--- config.mk ---
export PLATFORM = sky130hd
export DESIGN_NAME = vchain_issue_ctrl
export DESIGN_NICKNAME = d
export VERILOG_FILES = /design/src/rtl/vchain_pkg.sv /design/src/rtl/vchain_unit.sv /design/src/rtl/vchain_score.sv /design/src/rtl/vchain_hazard.sv /design/src/rtl/vchain_issue_ctrl.sv
export SDC_FILE = /design/constraint.sdc
export NUM_CORES = 1
export LEC_CHECK = 0
export BUFFER_PORTS_ARGS = -buffer_cell sky130_fd_sc_hd__buf_4
export CAP_MARGIN = 20
export CORE_ASPECT_RATIO = 0.5
export CORE_MARGIN = 2
export CORE_UTILIZATION = 58
export DETAILED_ROUTE_END_ITERATION = 7
export PLACE_DENSITY = 0.82
export SKIP_CTS_REPAIR_TIMING = 1
export SYNTH_ARGS = -nofsm -noshare
export SYNTH_HDL_FRONTEND = slang
export SYNTH_SLANG_ARGS = --single-unit
--- constraint.sdc ---
create_clock -name clk -period 3.2 [get_ports clk]
set_input_delay 0.64 -clock clk [delete_from_list [all_inputs] [get_ports clk]]
set_output_delay 0.64 -clock clk [all_outputs]
set_load 0.02 [all_outputs]
--- src/rtl/vchain_pkg.sv ---
package vchain_pkg;
  typedef enum logic [1:0] {
    OP_LOAD = 2'd0,
    OP_MUL  = 2'd1,
    OP_ADD  = 2'd2,
    OP_ADD2 = 2'd3
  } vop_e;

  localparam int NUM_UNITS = 3;
  localparam int U_LD  = 0;
  localparam int U_MUL = 1;
  localparam int U_ADD = 2;
endpackage

--- src/rtl/vchain_unit.sv ---
module vchain_unit #(
  parameter int VLEN = 32,
  parameter int LAT  = 1,
  parameter int DEAD = 4,
  parameter int REGW = 3,
  localparam int CNTW = $clog2(VLEN + 1)
) (
  input  logic            clk,
  input  logic            rst_n,
  input  logic            issue_i,
  input  logic [REGW-1:0] vd_i,
  input  logic [REGW-1:0] vs1_i,
  input  logic [REGW-1:0] vs2_i,
  output logic            free_o,
  output logic            reading_o,
  output logic [CNTW-1:0] rd_idx_o,
  output logic [REGW-1:0] vd_o,
  output logic [REGW-1:0] vs1_o,
  output logic [REGW-1:0] vs2_o,
  output logic            wr_en_o,
  output logic [REGW-1:0] wr_vd_o,
  output logic            busy_o
);
  localparam int DW = (DEAD > 0) ? $clog2(DEAD + 1) : 1;

  logic [CNTW-1:0] rd_cnt_q, rd_cnt_d;
  logic [DW-1:0]   dead_q, dead_d;
  logic [REGW-1:0] vd_q, vs1_q, vs2_q;
  logic [LAT-1:0]  pv_q, pv_d;
  logic [LAT-1:0][REGW-1:0] pd_q, pd_d;
  logic read_now, last_read;

  // next state
  always_comb begin
    read_now  = issue_i | (rd_cnt_q != '0);
    last_read = issue_i ? (VLEN == 1) : (rd_cnt_q == CNTW'(1));
    rd_cnt_d  = rd_cnt_q;
    if (issue_i)
      rd_cnt_d = CNTW'(VLEN - 1);
    else if (rd_cnt_q != '0)
      rd_cnt_d = rd_cnt_q - CNTW'(1);
    dead_d = dead_q;
    if (read_now && last_read)
      dead_d = DW'(DEAD);
    else if (dead_q != '0)
      dead_d = dead_q - DW'(1);
    pv_d = pv_q;
    pd_d = pd_q;
    for (int i = LAT - 1; i > 0; i--) begin
      pv_d[i] = pv_q[i-1];
      pd_d[i] = pd_q[i-1];
    end
    pv_d[0] = read_now;
    pd_d[0] = issue_i ? vd_i : vd_q;
  end

  // control registers
  always_ff @(posedge clk or negedge rst_n) begin
    if (!rst_n) begin
      rd_cnt_q <= '0;
      dead_q   <= '0;
      pv_q     <= '0;
    end else begin
      rd_cnt_q <= rd_cnt_d;
      dead_q   <= dead_d;
      pv_q     <= pv_d;
    end
  end

  // operand registers, loaded on issue
  always_ff @(posedge clk) begin
    if (issue_i) begin
      vd_q  <= vd_i;
      vs1_q <= vs1_i;
      vs2_q <= vs2_i;
    end
  end

  // destination tags travel with the pipeline
  always_ff @(posedge clk) begin
    pd_q <= pd_d;
  end

  assign free_o    = (rd_cnt_q == '0) && (dead_q == '0);
  assign reading_o = (rd_cnt_q != '0);
  assign rd_idx_o  = CNTW'(VLEN) - rd_cnt_q;
  assign vd_o      = vd_q;
  assign vs1_o     = vs1_q;
  assign vs2_o     = vs2_q;
  assign wr_en_o   = pv_q[LAT-1];
  assign wr_vd_o   = pd_q[LAT-1];
  assign busy_o    = reading_o | (|pv_q);

  assert_issue_when_free_R6: assert property (@(posedge clk) disable iff (!rst_n)
    issue_i |-> free_o);
  assert_dead_gap_R6: assert property (@(posedge clk) disable iff (!rst_n)
    ((DEAD > 0) && reading_o && (rd_cnt_q == CNTW'(1))) |=> !free_o);
  assert_read_bound_R7: assert property (@(posedge clk) disable iff (!rst_n)
    rd_cnt_q < CNTW'(VLEN));
endmodule

--- src/rtl/vchain_score.sv ---
module vchain_score #(
  parameter int NREG = 8,
  parameter int VLEN = 32,
  parameter int REGW = 3,
  parameter int NU   = 3,
  localparam int CNTW = $clog2(VLEN + 1)
) (
  input  logic                      clk,
  input  logic                      rst_n,
  input  logic                      clr_i,
  input  logic [REGW-1:0]           clr_idx_i,
  input  logic [NU-1:0]             wr_en_i,
  input  logic [NU-1:0][REGW-1:0]   wr_vd_i,
  output logic [NREG*CNTW-1:0]      cnt_flat_o
);
  logic [CNTW-1:0] cnt_q [NREG];
  logic [CNTW-1:0] cnt_d [NREG];
  logic [NU-1:0]   hit   [NREG];

  always_comb begin
    for (int r = 0; r < NREG; r++) begin
      for (int u = 0; u < NU; u++)
        hit[r][u] = wr_en_i[u] && (wr_vd_i[u] == REGW'(r));
      if (clr_i && (clr_idx_i == REGW'(r)))
        cnt_d[r] = '0;
      else if (|hit[r])
        cnt_d[r] = cnt_q[r] + CNTW'(1);
      else
        cnt_d[r] = cnt_q[r];
    end
  end

  always_ff @(posedge clk or negedge rst_n) begin
    if (!rst_n) begin
      for (int r = 0; r < NREG; r++) cnt_q[r] <= CNTW'(VLEN);
    end else begin
      for (int r = 0; r < NREG; r++) cnt_q[r] <= cnt_d[r];
    end
  end

  for (genvar r = 0; r < NREG; r++) begin : g_out
    assign cnt_flat_o[r*CNTW +: CNTW] = cnt_q[r];
    assert_single_writer_R9: assert property (@(posedge clk) disable iff (!rst_n)
      $onehot0(hit[r]));
  end

  for (genvar u = 0; u < NU; u++) begin : g_chk
    assert_no_overflow_R7: assert property (@(posedge clk) disable iff (!rst_n)
      wr_en_i[u] |-> (cnt_q[wr_vd_i[u]] < CNTW'(VLEN)));
  end
endmodule

--- src/rtl/vchain_hazard.sv ---
module vchain_hazard
  import vchain_pkg::*;
#(
  parameter int NREG = 8,
  parameter int VLEN = 32,
  parameter int REGW = 3,
  parameter int NU   = 3,
  localparam int CNTW = $clog2(VLEN + 1)
) (
  input  logic [1:0]              op_i,
  input  logic [REGW-1:0]         vd_i,
  input  logic [REGW-1:0]         vs1_i,
  input  logic [REGW-1:0]         vs2_i,
  input  logic                    chain_en_i,
  input  logic [NREG*CNTW-1:0]    cnt_flat_i,
  input  logic [NU-1:0]           u_free_i,
  input  logic [NU-1:0]           u_reading_i,
  input  logic [NU-1:0][REGW-1:0] u_vs1_i,
  input  logic [NU-1:0][REGW-1:0] u_vs2_i,
  output logic [NU-1:0]           unit_sel_o,
  output logic                    ready_o
);
  logic [CNTW-1:0] c_vd, c_s1, c_s2;
  logic needs_src, ok1, ok2, waw_ok, war_ok, unit_ok;

  always_comb begin
    unit_sel_o = '0;
    case (vop_e'(op_i))
      OP_LOAD: unit_sel_o[U_LD]  = 1'b1;
      OP_MUL:  unit_sel_o[U_MUL] = 1'b1;
      default: unit_sel_o[U_ADD] = 1'b1;
    endcase
    needs_src = (vop_e'(op_i) != OP_LOAD);
    c_vd = cnt_flat_i[int'(vd_i)*CNTW +: CNTW];
    c_s1 = cnt_flat_i[int'(vs1_i)*CNTW +: CNTW];
    c_s2 = cnt_flat_i[int'(vs2_i)*CNTW +: CNTW];
    ok1  = chain_en_i ? (c_s1 != '0) : (c_s1 == CNTW'(VLEN));
    ok2  = chain_en_i ? (c_s2 != '0) : (c_s2 == CNTW'(VLEN));
    waw_ok = (c_vd == CNTW'(VLEN));
    war_ok = 1'b1;
    for (int u = 0; u < NU; u++) begin
      if ((u != U_LD) && u_reading_i[u] &&
          ((u_vs1_i[u] == vd_i) || (u_vs2_i[u] == vd_i)))
        war_ok = 1'b0;
    end
    unit_ok = |(unit_sel_o & u_free_i);
    ready_o = unit_ok && waw_ok && war_ok && (!needs_src || (ok1 && ok2));
  end
endmodule

--- src/rtl/vchain_issue_ctrl.sv ---
module vchain_issue_ctrl
  import vchain_pkg::*;
#(
  parameter int NREG    = 8,
  parameter int VLEN    = 32,
  parameter int LAT_LD  = 12,
  parameter int LAT_MUL = 6,
  parameter int LAT_ADD = 1,
  parameter int DEAD    = 4,
  parameter int CYCW    = 16,
  localparam int REGW = $clog2(NREG),
  localparam int CNTW = $clog2(VLEN + 1)
) (
  input  logic                   clk,
  input  logic                   rst_n,
  input  logic                   in_valid,
  input  logic [1:0]             in_op,
  input  logic [REGW-1:0]        in_vd,
  input  logic [REGW-1:0]        in_vs1,
  input  logic [REGW-1:0]        in_vs2,
  input  logic                   chain_en,
  output logic                   in_ready,
  output logic                   start_ld,
  output logic                   start_mul,
  output logic                   start_add,
  output logic [NREG*CNTW-1:0]   vreg_cnt,
  output logic                   busy,
  output logic [CYCW-1:0]        cycle_cnt
);
  localparam int NU = NUM_UNITS;

  logic [NU-1:0]           unit_sel, start, u_free, u_reading, u_wr_en, u_busy;
  logic [NU-1:0][REGW-1:0] u_vd, u_vs1, u_vs2, u_wr_vd;
  logic [NU-1:0][CNTW-1:0] u_rd_idx;
  logic                    accept;
  logic [CYCW-1:0]         cyc_q, cyc_d;
  logic [CNTW-1:0]         cnt_arr [NREG];

  vchain_hazard #(.NREG(NREG), .VLEN(VLEN), .REGW(REGW), .NU(NU)) u_hazard (
    .op_i        (in_op),
    .vd_i        (in_vd),
    .vs1_i       (in_vs1),
    .vs2_i       (in_vs2),
    .chain_en_i  (chain_en),
    .cnt_flat_i  (vreg_cnt),
    .u_free_i    (u_free),
    .u_reading_i (u_reading),
    .u_vs1_i     (u_vs1),
    .u_vs2_i     (u_vs2),
    .unit_sel_o  (unit_sel),
    .ready_o     (in_ready)
  );

  assign accept = in_valid && in_ready;
  assign start  = unit_sel & {NU{accept}};

  for (genvar u = 0; u < NU; u++) begin : g_unit
    localparam int ULAT = (u == U_LD) ? LAT_LD : ((u == U_MUL) ? LAT_MUL : LAT_ADD);
    vchain_unit #(.VLEN(VLEN), .LAT(ULAT), .DEAD(DEAD), .REGW(REGW)) u_unit (
      .clk       (clk),
      .rst_n     (rst_n),
      .issue_i   (start[u]),
      .vd_i      (in_vd),
      .vs1_i     (in_vs1),
      .vs2_i     (in_vs2),
      .free_o    (u_free[u]),
      .reading_o (u_reading[u]),
      .rd_idx_o  (u_rd_idx[u]),
      .vd_o      (u_vd[u]),
      .vs1_o     (u_vs1[u]),
      .vs2_o     (u_vs2[u]),
      .wr_en_o   (u_wr_en[u]),
      .wr_vd_o   (u_wr_vd[u]),
      .busy_o    (u_busy[u])
    );
  end

  vchain_score #(.NREG(NREG), .VLEN(VLEN), .REGW(REGW), .NU(NU)) u_score (
    .clk        (clk),
    .rst_n      (rst_n),
    .clr_i      (accept),
    .clr_idx_i  (in_vd),
    .wr_en_i    (u_wr_en),
    .wr_vd_i    (u_wr_vd),
    .cnt_flat_o (vreg_cnt)
  );

  assign start_ld  = start[U_LD];
  assign start_mul = start[U_MUL];
  assign start_add = start[U_ADD];
  assign busy      = |u_busy;

  // active-cycle counter, saturating
  always_comb begin
    cyc_d = cyc_q;
    if ((in_valid || busy) && (cyc_q != '1))
      cyc_d = cyc_q + CYCW'(1);
  end

  always_ff @(posedge clk or negedge rst_n) begin
    if (!rst_n) cyc_q <= '0;
    else        cyc_q <= cyc_d;
  end

  assign cycle_cnt = cyc_q;

  for (genvar r = 0; r < NREG; r++) begin : g_cnt
    assign cnt_arr[r] = vreg_cnt[r*CNTW +: CNTW];
  end

  assert_one_start_R2: assert property (@(posedge clk) disable iff (!rst_n)
    $onehot0(start));

  for (genvar u = 1; u < NU; u++) begin : g_raw
    assert_src1_written_R11: assert property (@(posedge clk) disable iff (!rst_n)
      (u_reading[u] && (u_vs1[u] != u_vd[u])) |-> (cnt_arr[u_vs1[u]] > u_rd_idx[u]));
    assert_src2_written_R11: assert property (@(posedge clk) disable iff (!rst_n)
      (u_reading[u] && (u_vs2[u] != u_vd[u])) |-> (cnt_arr[u_vs2[u]] > u_rd_idx[u]));
  end
endmodule

==> impl_metrics.env, run 1 <==
export IMPL_power_density_mw_per_mm2=879
export IMPL_skew_ns=0.0140
export IMPL_netlist_instances=669
export IMPL_grt_pass1_wl_mm=28.6
export IMPL_syn_cell_area_mm2=0.00762
export IMPL_area_delta_synth_final_pct=26.4
export IMPL_switchingPower_mw=3.03
export IMPL_power_frac_clock_pct=25.3
export IMPL_final_common_cell="buf_4"
export IMPL_wl_mm=18.2
export IMPL_drv_slew=0
export IMPL_finalInstanceArea_mm2=0.00963
export IMPL_start_kind="register"
export IMPL_syn_num_nets=708
export IMPL_p_leak_nw=4.14
export IMPL_die_area_mm2=0.0141
export IMPL_pre_cts_ws_ns=-0.00647
export IMPL_ir_drop_mv=0.620
export IMPL_die_w_um=166
export IMPL_crit_required_ns=2.56
export IMPL_vias=5772
export IMPL_drc=0
export IMPL_hpwl_mm=11.9
export IMPL_rows=29
export IMPL_root_buffer="clkbuf_16"
export IMPL_rsz0062_at_grt="yes"
export IMPL_detail_route_antenna_nets=0
export IMPL_synth_top_flop_cell="dfrtp_1"
export IMPL_final_cell_mix="buf_4 (133), dfrtp_1 (98), nor2_1 (69)"
export IMPL_max_freq_mhz=284
export IMPL_grt_usage_pct=25.8
export IMPL_maxCapViolCount=0
export IMPL_power_mw=8.46
export IMPL_avgViaCountPerCell=5.79
export IMPL_synth_cell_type_count=61
export IMPL_coreArea_mm2=0.0127
export IMPL_numPortBuffers=83
export IMPL_yosysSeqAreaShare_pct=57.2
export IMPL_cts_path_max_buffers=2
export IMPL_finalHoldViolCount=0
export IMPL_drt_iter0_drc=458
export IMPL_clk_pin_slew_ns=0.07
export IMPL_synth_seq_cells=179
export IMPL_violations="negative setup slack"
export IMPL_cts_tree="built"
export IMPL_place_area_mm2=0.00878
export IMPL_setup_viol=4
export IMPL_async_flop_share_pct=61.5
export IMPL_drive_gt1_share_pct=28.2
export IMPL_place_gp_congestion=0.902
export IMPL_grt_max_degree=71
export IMPL_period_share_pct=110
export IMPL_ys_warnings_count=0
export IMPL_switching_share_pct=35.8
export IMPL_wl_per_cell_um=18.3
export IMPL_cts_htree_levels=4
export IMPL_start_util_pct=59.8
export IMPL_worstSetupPathType="reg -> out"
export IMPL_end_kind="primary output"
export IMPL_synth_avg_cell_area_um2=11.4
export IMPL_cts_buffers_inserted=17
export IMPL_p_int_mw=5.44
export IMPL_nets=853
export IMPL_dr_pass1_iters=6
export IMPL_grt_pass1_vias=5798
export IMPL_insertion_delay_ns=0.43
export IMPL_grt_overflow=0
export IMPL_comb_power_share_pct=33.8
export IMPL_relSlewSlack_pct=36.2
export IMPL_worst_pin_slew_ns=0.942
export IMPL_min_period_ns=3.52
export IMPL_hp_class="in -> async"
export IMPL_postLayoutCoreUtil_pct=75.6
export IMPL_seqPwrFrac_pct=40.9
export IMPL_whs_ns=0.323
export IMPL_cts_sinks=179
export IMPL_ioPinCount=84
export IMPL_status="complete, but fails checks"
export IMPL_setup_slack_ns=-0.320
export IMPL_cp_data_arrival_time_ns=2.88
export IMPL_synth_edf_count=21
export IMPL_die_height_um=85.0
export IMPL_n_antenna_cell=0
export IMPL_cp_max_fo=5
export IMPL_grt_antenna_before_repair=0
-- sequential cells by signal, summed over array words and instances, names as in the netlist --
register and cells:
cycle_cnt 16, u_score.cnt_flat_o 48, g_unit.u_unit.vd_o 9, g_unit.u_unit.wr_en_o 1, g_unit.u_unit.wr_vd_o 6, g_unit.u_unit.dead_q 9
g_unit.u_unit.vs1_o 6, g_unit.u_unit.pv_q 18, g_unit.u_unit.vs2_o 6, g_unit.u_unit.rd_cnt_q 18, g_unit.u_unit.pd_d 42
-- critical path, stage by stage, from the launching register on --
cell and delay (ns):
dfrtp_1 0.45, nor4_1 0.08, buf_4 0.15, nor2b_1 0.13, a2111oi_1 0.45, a31oi_1 0.18, a32oi_2 0.29, or4b_4 0.53
inv_4 0.09, buf_6 0.11
-- Yosys cell counts, types with 5 or more instances --
master / n / share of area (%)
a211oi_1: 7 / 0.69
and3_1: 11 / 0.90
and4b_1: 5 / 0.66
buf_2: 6 / 0.39
dfrtp_1: 102 / 34
dfstp_2: 8 / 2.8
dfxtp_1: 48 / 13
edfxtp_1: 21 / 8.3
ha_1: 24 / 3.9
inv_1: 21 / 1.0
mux2_2: 7 / 1.0
mux2i_1: 10 / 1.3
nand2_1: 60 / 3.0
nand2b_1: 10 / 0.82
nand3_1: 25 / 1.6
nand4_1: 20 / 1.6
nor2_1: 69 / 3.4
nor2b_1: 13 / 1.1
nor3_1: 13 / 0.85
nor4_1: 14 / 1.1
nor4_2: 9 / 1.5
o21ai_0: 9 / 0.59
o31ai_1: 5 / 0.49
xnor2_1: 43 / 4.9
xor2_1: 31 / 3.6
-- power groups by stage --
stage / sequential, mW / clock, mW / combinational (mW)
after CTS: 3.39 / 2.16 / 2.73
after global routing: 3.52 / 2.27 / 3.13
final: 3.46 / 2.14 / 2.86
after detailed placement: 3.42 / 0 / 2.68
after global placement: 3.39 / 0 / 2.58
after floorplan: 3.72 / 0 / 1.23
-- logic make-up (layout without fill, tap and decap cells) --
| logic type | count (synthesis) | in the layout | share of synthesized area [%] |
|---|---|---|---|
| flops | 179 | 179 | 57.2 |
| compound gates | 54 | 54 | 5.01 |
| mux | 21 | 21 | 3.53 |
| fa+ha+maj | 24 | 24 | 3.94 |
| simple gates | 282 | 282 | 20.0 |
| buf+inv | 35 | 193 | 1.87 |
| xor+xnor | 74 | 74 | 8.51 |
-- worst paths after layout --
| kind | startpoint | to | slack (ns) | cells past startpoint |
|---|---|---|---|---|
| setup reg to reg | u_score.cnt_flat_o[8] | g_unit[1].u_unit.vs1_o[0] | 0.38 | 9 |
| max in group asynchronous | rst_n | g_unit[0].u_unit.rd_cnt_q[1] | 2.10 | 2 |
| hold / removal | rst_n | u_score.cnt_flat_o[13] | 0.32 | 1 |
| setup / recovery | u_score.cnt_flat_o[8] | start_mul | -0.32 | 9 |
| hold reg to reg | g_unit[0].u_unit.pd_d[20] | g_unit[0].u_unit.pd_d[23] | 0.33 | 0 |
| min in group clk | g_unit[0].u_unit.pd_d[20] | g_unit[0].u_unit.pd_d[23] | 0.33 | 0 |
-- routing by layer --
layer / global-route usage [%] / share of wire [%] / up-vias
li1: - / - / 2661
met1: 33.6 / 42 / 2813
met2: 42.7 / 48 / 257
met3: 6.20 / 7.7 / 41
met4: 10.1 / 2.4 / 0
met5: 0 / 0 / -
-- area by class of cell --
cell class	instances	area (µm²)
clock inverters	12	143
multi-input cells	455	3300
inverters	23	88.8
fillers	804	3110
well taps	170	213
clock buffers	20	468
flip-flops and latches	179	4360
repair buffers	138	1060
-- metrics by stage --
| step | std cells | TNS (ns) |
|---|---|---|
| final | 997 | -0.904 |
| after global placement | 958 | 0 |
| after floorplan | 669 | 0 |
| after global routing | 997 | -1.12 |
| after detailed placement | 958 | -0.00647 |
| after CTS | 990 | -1.56 |
(Power assumes the default switching activity.)
==> inputs of run 2 (changes only) <==
--- a/config.mk
+++ b/config.mk
@@ -5,13 +5,14 @@
 export SDC_FILE = /design/constraint.sdc
 export NUM_CORES = 1
 export LEC_CHECK = 0
+export ABC_AREA = 1
 export BUFFER_PORTS_ARGS = -buffer_cell sky130_fd_sc_hd__buf_4
 export CAP_MARGIN = 20
 export CORE_ASPECT_RATIO = 0.5
 export CORE_MARGIN = 2
-export CORE_UTILIZATION = 58
+export CORE_UTILIZATION = 59
 export DETAILED_ROUTE_END_ITERATION = 7
-export PLACE_DENSITY = 0.82
+export PLACE_DENSITY = 0.83
 export SKIP_CTS_REPAIR_TIMING = 1
 export SYNTH_ARGS = -nofsm -noshare
 export SYNTH_HDL_FRONTEND = slang
==> run 2 against run 1 <==
Compared with the run above:
- the flow now finishes without violations
- sequential share of layout area fell by 2.1 points
- die area increased by 9.9%
- synthesized cell count is 50% higher
- combinational power decreased by 27%
- critical path depth rose by 7
- synthesized area rose by 12%
- routed wire length rose by 13%
- global-route usage increased by 1.7 points
- critical endpoint is now start_add
- largest power group unchanged
==> impl_metrics.env, run 2 <==
export IMPL_cp_data_arrival_time_ns=2.40
export IMPL_die_w_um=174
export IMPL_synth_avg_cell_area_um2=8.53
export IMPL_synth_top_cell_area_share_pct=29.9
export IMPL_relSlewSlack_pct=57.5
export IMPL_power_frac_clock_pct=29.4
export IMPL_cts_buffers_inserted=17
export IMPL_wl_mm=20.5
export IMPL_cts_tree="built"
export IMPL_final_common_cell="nand2_1"
export IMPL_insertion_delay_ns=0.44
export IMPL_die_area_mm2=0.0155
export IMPL_comb_power_share_pct=28.2
export IMPL_drc=0
export IMPL_maxCapViolCount=0
export IMPL_grt_overflow=0
export IMPL_root_buffer="clkbuf_16"
export IMPL_cts_path_max_buffers=2
export IMPL_avgViaCountPerCell=5.47
export IMPL_drive_gt1_share_pct=14.1
export IMPL_setup_tns_ns=0
export IMPL_worstSetupPathType="in -> out"
export IMPL_p_int_mw=4.62
export IMPL_skew_ns=0.0137
export IMPL_syn_cell_area_mm2=0.00854
export IMPL_nFillCells=1080
export IMPL_worst_pin_slew_ns=0.638
export IMPL_max_freq_mhz=329
export IMPL_wl_per_cell_um=15.7
export IMPL_synth_seq_cells=179
export IMPL_yosys_top_cells_count="nand2_1 (220), inv_1 (142), nor2_1 (104)"
export IMPL_yosys_area_top_type="dfrtp_1"
export IMPL_status="completed"
export IMPL_power_density_mw_per_mm2=734
export IMPL_grt_antenna_before_repair=0
export IMPL_switching_share_pct=37.7
export IMPL_wl_met1_mm=8.89
export IMPL_numPortBuffers=83
export IMPL_seqPwrFrac_pct=42.4
export IMPL_end_kind="primary output"
export IMPL_detail_route_antenna_nets=0
export IMPL_multi_input_area_mm2=0.00360
export IMPL_grt_pass1_vias=6744
export IMPL_wl_met3_mm=1.65
export IMPL_synth_most_common_cell="nand2_1"
export IMPL_synth_top_flop_cell="dfrtp_1"
export IMPL_crit_required_ns=2.56
export IMPL_wl_met2_mm=9.47
export IMPL_drv_slew=0
export IMPL_syn_num_nets=1041
export IMPL_rows=31
export IMPL_ys_warnings_count=0
export IMPL_netlist_instances=1002
export IMPL_area_delta_synth_final_pct=18.1
export IMPL_async_flop_share_pct=61.5
export IMPL_cts_sinks=179
export IMPL_cts_htree_levels=4
export IMPL_hpwl_mm=14.6
export IMPL_hp_class="in -> async"
export IMPL_regArea_mm2=0.00435
export IMPL_die_height_um=89.1
export IMPL_clk_pin_slew_ns=0.08
export IMPL_highest_layer="met4"
export IMPL_ir_drop_mv=0.333
export IMPL_period_share_pct=95.1
export IMPL_setup_viol=0
export IMPL_nets=1139
export IMPL_min_period_ns=3.04
export IMPL_n_antenna_cell=0
export IMPL_start_kind="input pin"
export IMPL_final_cell_mix="nand2_1 (220), inv_1 (141), dfrtp_1 (102)"
export IMPL_rsz0062_at_grt="no"
export IMPL_grt_max_degree=111
export IMPL_synth_cell_type_count=39
export IMPL_switchingPower_mw=2.79
export IMPL_p_leak_nw=4.86
export IMPL_yosysSeqAreaShare_pct=51.0
export IMPL_finalHoldViolCount=0
export IMPL_grt_pass1_wl_mm=33.3
export IMPL_postLayoutCoreUtil_pct=70.5
export IMPL_synth_edf_count=21
export IMPL_drt_iter0_drc=634
export IMPL_setup_slack_ns=0.157
export IMPL_coreArea_mm2=0.0143
export IMPL_pre_cts_ws_ns=0.178
export IMPL_cp_max_fo=13
export IMPL_vias=7169
export IMPL_start_util_pct=59.7
export IMPL_synthTopCellsByArea="dfrtp_1 (30%), dfxtp_1 (11%), nand2_1 (9.7%)"
export IMPL_grt_usage_pct=27.5
export IMPL_ioPinCount=84
export IMPL_place_gp_congestion=0.988
export IMPL_largest_reg_flops=48
export IMPL_dr_pass1_iters=5
[run 2: changes by cell type in the layout (fill, tap and decap cells not counted), sizes merged, moves of 13 or more]
cell,previous run,this run
o21bai,0,15
nor4,23,7
nor2b,13,0
nand3,25,73
nor2,69,107
inv,29,150
nand2,60,223
xnor2,43,27
buf,138,92
xor2,31,48
o21ai,13,46
a21oi,3,20
[run 2: metrics by stage]
step,area (µm²),hold slack (ns),power (mW),std cells
6_report,10100,0.230,7.41,1311
3_3_place_gp,9430,0.310,5.07,1279
5_1_grt,10100,0.302,7.84,1311
4_1_cts,10100,0.300,7.39,1311
3_5_place_dp,9430,0.312,5.19,1279
2_1_floorplan,8540,0.310,4.47,1002
[run 2: cell families (layout without fill, tap and decap cells)]
| kind of cell | count (synthesis) | in the layout | synth area share (%) |
|---|---|---|---|
| fa+ha+maj | 24 | 24 | 3.51 |
| xor+xnor | 75 | 75 | 7.69 |
| buf+inv | 157 | 268 | 7.10 |
| flops | 179 | 179 | 51.0 |
| compound gates | 92 | 92 | 6.18 |
| mux | 3 | 3 | 0.395 |
| simple gates | 472 | 472 | 24.2 |
[run 2: area by class of cell]
cell class,instances,area share (%)
Sequential cell,179,43.1
Clock inverter,15,2.14
Tap cell,198,2.45
Timing Repair Buffer,92,7.00
Multi-Input combinational cell,666,35.7
Inverter,144,5.36
Clock buffer,17,4.21
[run 2: metal layers]
metal / global-route usage, % / up-vias
li1: - / 3403
met1: 36.5 / 3392
met2: 44.9 / 318
met3: 5.61 / 56
met4: 11.8 / 0
met5: 0 / -
[run 2: final timing paths]
path	startpoint	end	slack (ns)	cells past startpoint
max in group asynchronous	rst_n	u_score.cnt_flat_o[22]	2.44	2
max reg2reg	g_unit[1].u_unit.dead_q[0]	g_unit[2].u_unit.vs2_o[2]	0.94	11
max	in_vs2[0]	start_add	0.16	16
min reg2reg	g_unit[0].u_unit.pd_d[25]	g_unit[0].u_unit.pd_d[28]	0.33	0
min	rst_n	cycle_cnt[3]	0.23	2
min in group clk	g_unit[0].u_unit.pd_d[25]	g_unit[0].u_unit.pd_d[28]	0.33	0
[run 2: worst max-delay path: stages]
cell	delay [ns]
buf_4	0.16
inv_1	0.08
buf_4	0.20
nor2_1	0.06
nor2_1	0.10
nor2_1	0.06
nand3_1	0.14
nand2_1	0.10
nand2_1	0.07
nand3_1	0.08
nand2_1	0.09
nand2_2	0.09
nand2_4	0.12
nand3_4	0.10
nor2_1	0.15
buf_4	0.17
[run 2: power groups by stage]
stage	logic [mW]	registers, mW	clock network (mW)
2_1_floorplan	1.25	3.22	0
3_3_place_gp	1.93	3.14	0
3_5_place_dp	2.03	3.16	0
4_1_cts	2.07	3.12	2.20
5_1_grt	2.36	3.19	2.30
6_report	2.09	3.14	2.18
